--- config.mk ---
export PLATFORM = sky130hd
export DESIGN_NAME = dma_addr_gen
export DESIGN_NICKNAME = d
export VERILOG_FILES = /design/src/rtl/dma_agen_pkg.sv /design/src/rtl/dma_agen_step.sv /design/src/rtl/dma_agen_ring.sv /design/src/rtl/dma_addr_gen.sv
export SDC_FILE = /design/constraint.sdc
export NUM_CORES = 1
export LEC_CHECK = 0
export BUFFER_PORTS_ARGS = -buffer_cell sky130_fd_sc_hd__buf_2
export CORE_UTILIZATION = 25
export CTS_CLUSTER_DIAMETER = 200
export DETAILED_ROUTE_END_ITERATION = 7
export PLACE_DENSITY_LB_ADDON = 0.15
export SKIP_LAST_GASP = 1
export SLEW_MARGIN = 5
export SYNTH_ARGS = -nofsm -noshare
export SYNTH_HDL_FRONTEND = slang
export SYNTH_SLANG_ARGS = --single-unit
export TNS_END_PERCENT = 5
--- constraint.sdc ---
create_clock -name clk_i -period 3.35 [get_ports clk_i]
set_input_delay 0.67 -clock clk_i [delete_from_list [all_inputs] [get_ports clk_i]]
set_output_delay 0.67 -clock clk_i [all_outputs]
set_load 0.005 [all_outputs]
--- src/rtl/dma_agen_pkg.sv ---
package dma_agen_pkg;
  typedef enum logic [1:0] {
    UPD_FIXED = 2'd0,
    UPD_INC   = 2'd1,
    UPD_DBL   = 2'd2,
    UPD_DEC   = 2'd3
  } upd_mode_e;

  typedef enum logic [1:0] {
    SZ_BYTE = 2'd0,
    SZ_HALF = 2'd1,
    SZ_WORD = 2'd2,
    SZ_RSVD = 2'd3
  } elem_size_e;
endpackage

--- src/rtl/dma_agen_step.sv ---
module dma_agen_step
  import dma_agen_pkg::*;
#(
  parameter int AW = 32
) (
  input  logic [AW-1:0] cur_i,
  input  logic [1:0]    size_i,
  input  logic          incr_i,
  input  logic          rev_i,
  output logic [AW-1:0] sum_o
);
  elem_size_e    sz;
  upd_mode_e     mode;
  logic [AW-1:0] step;
  logic [AW-1:0] delta;

  always_comb begin
    sz = elem_size_e'(size_i);
    if (sz == SZ_RSVD) sz = SZ_WORD;
    step = AW'(1) << sz;
  end

  assign mode = upd_mode_e'({rev_i, incr_i});

  always_comb begin
    unique case (mode)
      UPD_FIXED: delta = '0;
      UPD_INC:   delta = step;
      UPD_DBL:   delta = step << 1;
      UPD_DEC:   delta = AW'(0) - step;
      default:   delta = '0;
    endcase
  end

  assign sum_o = cur_i + delta;
endmodule

--- src/rtl/dma_agen_ring.sv ---
module dma_agen_ring #(
  parameter int AW  = 32,
  parameter int RBW = 5
) (
  input  logic [AW-1:0]  cur_i,
  input  logic [AW-1:0]  sum_i,
  input  logic [RBW-1:0] ring_bits_i,
  input  logic           ring_here_i,
  output logic [AW-1:0]  next_o
);
  logic [AW-1:0] mask;
  logic          ring_on;

  assign ring_on = ring_here_i && (ring_bits_i != '0);

  // per-bit mask: bit i moves when it lies below the ring size
  for (genvar i = 0; i < AW; i++) begin : g_mask
    assign mask[i] = !ring_on || (32'(ring_bits_i) > 32'(i));
  end

  assign next_o = (cur_i & ~mask) | (sum_i & mask);
endmodule

--- src/rtl/dma_addr_gen.sv ---
module dma_addr_gen #(
  parameter int AW  = 32,
  parameter int RBW = 5
) (
  input  logic           clk_i,
  input  logic           rst_ni,
  input  logic           load_i,
  input  logic [AW-1:0]  load_addr_i,
  input  logic           done_i,
  input  logic [1:0]     size_i,
  input  logic           incr_i,
  input  logic           rev_i,
  input  logic [RBW-1:0] ring_bits_i,
  input  logic           ring_here_i,
  output logic [AW-1:0]  addr_o
);
  logic [AW-1:0] addr_q;
  logic [AW-1:0] sum;
  logic [AW-1:0] next;

  dma_agen_step #(.AW(AW)) u_step (
    .cur_i  (addr_q),
    .size_i (size_i),
    .incr_i (incr_i),
    .rev_i  (rev_i),
    .sum_o  (sum)
  );

  dma_agen_ring #(.AW(AW), .RBW(RBW)) u_ring (
    .cur_i       (addr_q),
    .sum_i       (sum),
    .ring_bits_i (ring_bits_i),
    .ring_here_i (ring_here_i),
    .next_o      (next)
  );

  always_ff @(posedge clk_i or negedge rst_ni) begin
    if (!rst_ni)     addr_q <= '0;
    else if (load_i) addr_q <= load_addr_i;
    else if (done_i) addr_q <= next;
  end

  assign addr_o = addr_q;

  logic upd;
  logic no_ring;
  logic [AW-1:0] step_chk;
  assign upd      = done_i && !load_i;
  assign no_ring  = !ring_here_i || (ring_bits_i == '0);
  assign step_chk = AW'(1) << ((size_i == 2'd3) ? 2'd2 : size_i);

  p_load_r8: assert property (@(posedge clk_i) disable iff (!rst_ni)
    load_i |=> addr_o == $past(load_addr_i));
  p_hold_r10: assert property (@(posedge clk_i) disable iff (!rst_ni)
    (!load_i && !done_i) |=> $stable(addr_o));
  p_fixed_r2: assert property (@(posedge clk_i) disable iff (!rst_ni)
    (upd && !incr_i && !rev_i) |=> $stable(addr_o));
  p_inc_r3: assert property (@(posedge clk_i) disable iff (!rst_ni)
    (upd && incr_i && !rev_i && no_ring) |=> addr_o == $past(addr_o) + $past(step_chk));
  p_dec_r5: assert property (@(posedge clk_i) disable iff (!rst_ni)
    (upd && incr_i && rev_i && no_ring) |=> addr_o == $past(addr_o) - $past(step_chk));
  p_upper_r6: assert property (@(posedge clk_i) disable iff (!rst_ni)
    (upd && !no_ring) |=> ((addr_o ^ $past(addr_o)) >> $past(ring_bits_i)) == '0);
endmodule

### After elaboration in Yosys (flattened, before gate mapping)

Index checks and enable logic that the tools add are counted.

| storage, ports and cells | value |
|---|---|
| register bits after elaboration | 32 |
| bits of input ports | 46 |
| output and inout bits | 32 |
| logic and storage cells | 83 |

| cells by class | value |
|---|---|
| add/sub/neg operators | 2 |
| magnitude comparators | 31 |
| equal/unequal tests | 4 |
| shifts and indexed selects | 1 |
| multiplexer cells | 4 |
| bitwise gates (word level) | 4 |
| reductions and logical operators | 36 |

Operators with widths:

| cell | number |
|---|---|
| one-hot mux 32 bit (4 select lines) | 1 |
| > comparator 5 bit (second input constant) | 15 |
| AND 32 bit | 2 |
| two-way mux 32 bit | 2 |
| > comparator 5 x 4 -> 1 bit (second input constant) | 8 |
| adder 32 bit | 1 |
| NOT 32 bit | 1 |
| OR 32 bit | 1 |
| << shifter 1 x 2 -> 32 bit (first input constant) | 1 |
| subtractor 1 x 32 -> 32 bit (first input constant) | 1 |
| logical OR 1 bit | 31 |
| > comparator 5 x 3 -> 1 bit (second input constant) | 4 |
| > comparator 5 x 1 -> 1 bit (second input constant) | 2 |
| > comparator 5 x 2 -> 1 bit (second input constant) | 2 |
| equality test 2 bit (second input constant) | 3 |
| nonzero test 5 bit | 1 |
| equality test 2 x 1 -> 1 bit (second input constant) | 1 |
| logical NOT 2 bit | 1 |
| two-way mux 2 bit | 1 |
| nonzero test 2 bit | 1 |
| logical AND 1 bit | 1 |
| logical NOT 1 bit | 1 |

### Longest topological paths before layout

| depth | value |
|---|---|
| word-level depth | 10 |
| gate-level depth with buffers | 12 |
| gate-level depth less buffers | 12 |

### Cells and area by module

Synthesis repeated with hierarchy kept, for this count alone.

| second synthesis, totals | value |
|---|---|
| cells, all modules | 470 |
| area, all modules | 3968.8 µm² |

Modules (own cells, without submodules):

| module | instances | cells an instance | area each (µm²) | sequential area each (µm²) |
|---|---|---|---|---|
| dma_agen_step | 1 | 225 | 1611.5 | 0.0 |
| dma_addr_gen | 1 | 139 | 1515.2 | 800.8 |
| dma_agen_ring | 1 | 106 | 842.1 | 0.0 |

### Worst setup path before layout

Ideal clock, no wire load.

| timing | value |
|---|---|
| path type | input to register |
| from | input port incr_i |
| to | register (tool-made name) |
| library setup time | 0.087 ns |
| arrival time | 3.186 ns |
| required time | 3.263 ns |
| slack | 0.078 ns |
| cell stages on the path | 11 |
| path buffers | 1 |
| path through | and2_1 > ha_1 > buf_6 > a21o_1 > a21o_1 > a21o_1 > a2111oi_4 > o31ai_1 > a41oi_2 > nor3_1 > a211oi_2 |

RTL lines:

| what | RTL line | RTL |
|---|---|---|
| start: declaration | dma_addr_gen.sv:11 | `input logic incr_i,` |

==> results.sh <==
export IMPL_status="complete, no violations"
export IMPL_ys_top_cells_by_count="nand2_1, a21oi_1, dfrtp_1"
export IMPL_grt_pass1_wl_um=19500
export IMPL_tightest_slew_ns=0.846
export IMPL_dr_wl_met2_um=5400
export IMPL_max_freq_mhz=322
export IMPL_p_sw_mw=0.762
export IMPL_cellPowerDensity_mw_per_mm2=420
export IMPL_dp_cells=748
export IMPL_wl_met3_um=607
export IMPL_critPathSlowestCell="a311o_1"
export IMPL_place_congestion=0.846
export IMPL_grt_max_degree=33
export IMPL_cts_root_buffer="clkbuf_16"
export IMPL_crit_path_end_kind="register"
export IMPL_synth_cell_types=68
export IMPL_yosysTopAreaCellShare_pct=21.7
export IMPL_top_layer="met4"
export IMPL_wl_met1_um=6160
export IMPL_wirelength_um=12300
export IMPL_post_route_period_util_pct=92.7
export IMPL_worstSkewPairLatency_ns=0.29
export IMPL_fin_crit_ns=3.11
export IMPL_area_delta_synth_final_pct=27.1
export IMPL_fin_setup_tns_ns=0
export IMPL_synth_cell_area_sq_mm=0.00369
export IMPL_ff_latch_area_sq_um=801
export IMPL_critPathRequiredTime_ns=3.55
export IMPL_power_frac_comb_pct=48.7
export IMPL_nFillCells=1595
export IMPL_critical_path_class="input pin to register"
export IMPL_numPortBuffers=77
export IMPL_sw_frac_of_total_pct=38.7
export IMPL_slew_violations=0
export IMPL_clk_pin_slew_worst_paths_ns=0.06
export IMPL_pwr_share_clk_pct=25.5
export IMPL_yosys_warnings=0
export IMPL_dieArea_sq_mm=0.0152
export IMPL_ioPinCount=78
export IMPL_antenna_left=0
export IMPL_max_cap_violations=0
export IMPL_hp_class="input pin to async pin"
export IMPL_drive_gt1_share_pct=26.6
export IMPL_worstPathArrival_ns=3.31
export IMPL_initial_core_util_pct=25.5
export IMPL_synth_top_flop_cell="dfrtp_1"
export IMPL_crit_fanout=3
export IMPL_synthArstFlopShare_pct=100
export IMPL_synth_seq_cells=32
export IMPL_finalHoldViolCount=0
export IMPL_fp_row_count=44
export IMPL_wl_per_cell_um=16.3
export IMPL_p_int_mw=1.21
export IMPL_n_antenna_cell=0
export IMPL_crit_family="compound AO/OA/AOI/OAI gates"
export IMPL_timing_hold_ws_ns=0.484
export IMPL_leakage_nw=2.22
export IMPL_cts_tree="built"
export IMPL_cts_resized=0
export IMPL_cpPeakStageDelay_ns=0.43
export IMPL_rsz0062_at_grt="false"
export IMPL_yosysMostFrequentCell="nand2_1"
export IMPL_htreeDepth=2
export IMPL_synth_edf_count=0
export IMPL_numCtsBuffers=5
export IMPL_coreArea_sq_mm=0.0145
export IMPL_ir_worst_vdd_v=0.000188
export IMPL_cts_setup_buffers=0
export IMPL_worstSetupStartpointType="input pin"
export IMPL_fin_skew_ns=0.00487
export IMPL_syn_avg_cell_area_sq_um=7.87
export IMPL_pwr_share_seq_pct=25.8
export IMPL_drc=0
export IMPL_dr_total_vias=3726
export IMPL_instances_no_fill=755
export IMPL_cts_sinks=32
export IMPL_clockBufferDepth=2
export IMPL_crit_buf_inv=2
export IMPL_hpwl_um=9940
export IMPL_via_per_inst=4.94
export IMPL_relSlewSlack_pct=43.6
export IMPL_first_iter_violations=222
export IMPL_grt_overflow=0
export IMPL_rrSetupSlack_ns=0.58
export IMPL_nNetsFinal=649
export IMPL_grt_use_total_pct=17.1
export IMPL_antenna_found_initial=0
export IMPL_multi_input_area_sq_mm=0.00276
export IMPL_cts_hold_buf=0
export IMPL_ys_top_cells_by_area="dfrtp_1, ha_1, nand2_1"
export IMPL_dr_pass1_iters=4
export IMPL_die_x_um=123
export IMPL_crit_chain="buf_2 > mux2i_1 > or2_2 > fa_1 > and2b_1 > o211ai_1 > a311o_1 > a31oi_2 > buf_4 > nand4_1 > nand2_1 > xnor2_1 > o31ai_1"
export IMPL_total_power_mw=1.97
export IMPL_yosys_area_top_type="dfrtp_1"
export IMPL_yosysSeqAreaShare_pct=21.7
export IMPL_first_global_vias=3645
export IMPL_syn_inst=469
export IMPL_setup_viol=0
export IMPL_die_h_um=123
export IMPL_synth_nets=547
metrics by stage:
| stage | worst slack (ns) | utilization (%) | instance area [sq um] |
|---|---|---|---|
| 3_5_place_dp | -0.104 | 31.3 | 4530 |
| 3_3_place_gp | -0.0256 | 31.3 | 4530 |
| 5_1_grt | 0.0573 | 32.4 | 4690 |
| 4_1_cts | 0.208 | 32.3 | 4680 |
| 2_1_floorplan | 0.0777 | - | 3690 |
| 6_report | 0.244 | 32.4 | 4690 |
cell type report:
type	instances	area share [%]
Tap cell	184	4.91
Sequential cell	32	17.1
Inverter	11	0.881
Timing Repair Buffer	118	15.1
Multi-Input combinational cell	403	58.8
Clock buffer	7	3.26
logic make-up after synthesis:
kind of cell | count (synthesis) | synth area share [%]
AOI/OAI and AO/OA | 168 | 30.5
xor gates and xnor gates | 28 | 6.65
adders and majority gates | 32 | 11.1
buffers and inverters | 34 | 3.83
DFF | 32 | 21.7
muxes | 21 | 6.04
and+or+nand+nor | 154 | 20.2
worst paths after layout:
kind / from / to / cells after the start
min in group clk_i: load_addr_i[25] / register / 3
worst max-delay path: size_i[0] / register / 13
worst min-delay path: rst_ni / async pin / 1
max in group asynchronous: rst_ni / async pin / 1
worst min register to register: register / register / 2
worst max register to register: register / register / 12
placed cells by master, fill, tap and decap left out, types with 3 or more instances in the layout:
| master | n |
|---|---|
| buf_2 | 77 |
| nand2_1 | 65 |
| a21oi_1 | 43 |
| buf_4 | 40 |
| dfrtp_1 | 32 |
| ha_1 | 31 |
| o21ai_0 | 29 |
| nor2_1 | 25 |
| o21ai_1 | 25 |
| xor2_1 | 15 |
| xnor2_1 | 13 |
| a21o_1 | 12 |
| inv_1 | 11 |
| mux2i_1 | 11 |
| and2_1 | 11 |
| nor2b_1 | 10 |
| nand3_1 | 10 |
| mux2_2 | 9 |
| o31ai_1 | 8 |
| and3_1 | 6 |
| a211oi_1 | 5 |
| o211ai_1 | 5 |
| clkbuf_16 | 5 |
| o21a_1 | 4 |
| or3_1 | 4 |
| a31oi_1 | 4 |
| nor3_1 | 4 |
| nand4_1 | 3 |
| o221ai_1 | 3 |
| a41oi_1 | 3 |
| o21bai_1 | 3 |
power groups by stage:
stage | combinational, mW | clock, mW | sequential, mW
finish | 0.960 | 0.501 | 0.508
global route | 1.08 | 0.538 | 0.521
CTS | 0.965 | 0.525 | 0.511
detailed placement | 0.960 | 0 | 0.517
global placement | 0.963 | 0 | 0.516
floorplan | 0.624 | 0 | 0.509
metal layers:
metal | vias up | track usage, %
li1 | 1936 | -
met1 | 1714 | 24.2
met2 | 68 | 26.4
met3 | 8 | 3.46
met4 | 0 | 4.29
met5 | - | 0
worst reg2reg max path, stage by stage, from the launching register on:
cell and delay, ns:
dfrtp_1 0.38, ha_1 0.18, inv_1 0.05, fa_1 0.37
and2b_1 0.23, o211ai_1 0.15, a311o_1 0.43, a31oi_2 0.24
buf_4 0.15, nand4_1 0.11, nand2_1 0.11, xnor2_1 0.08
o31ai_1 0.20
No activity file was read; power rests on OpenSTA's default activity.
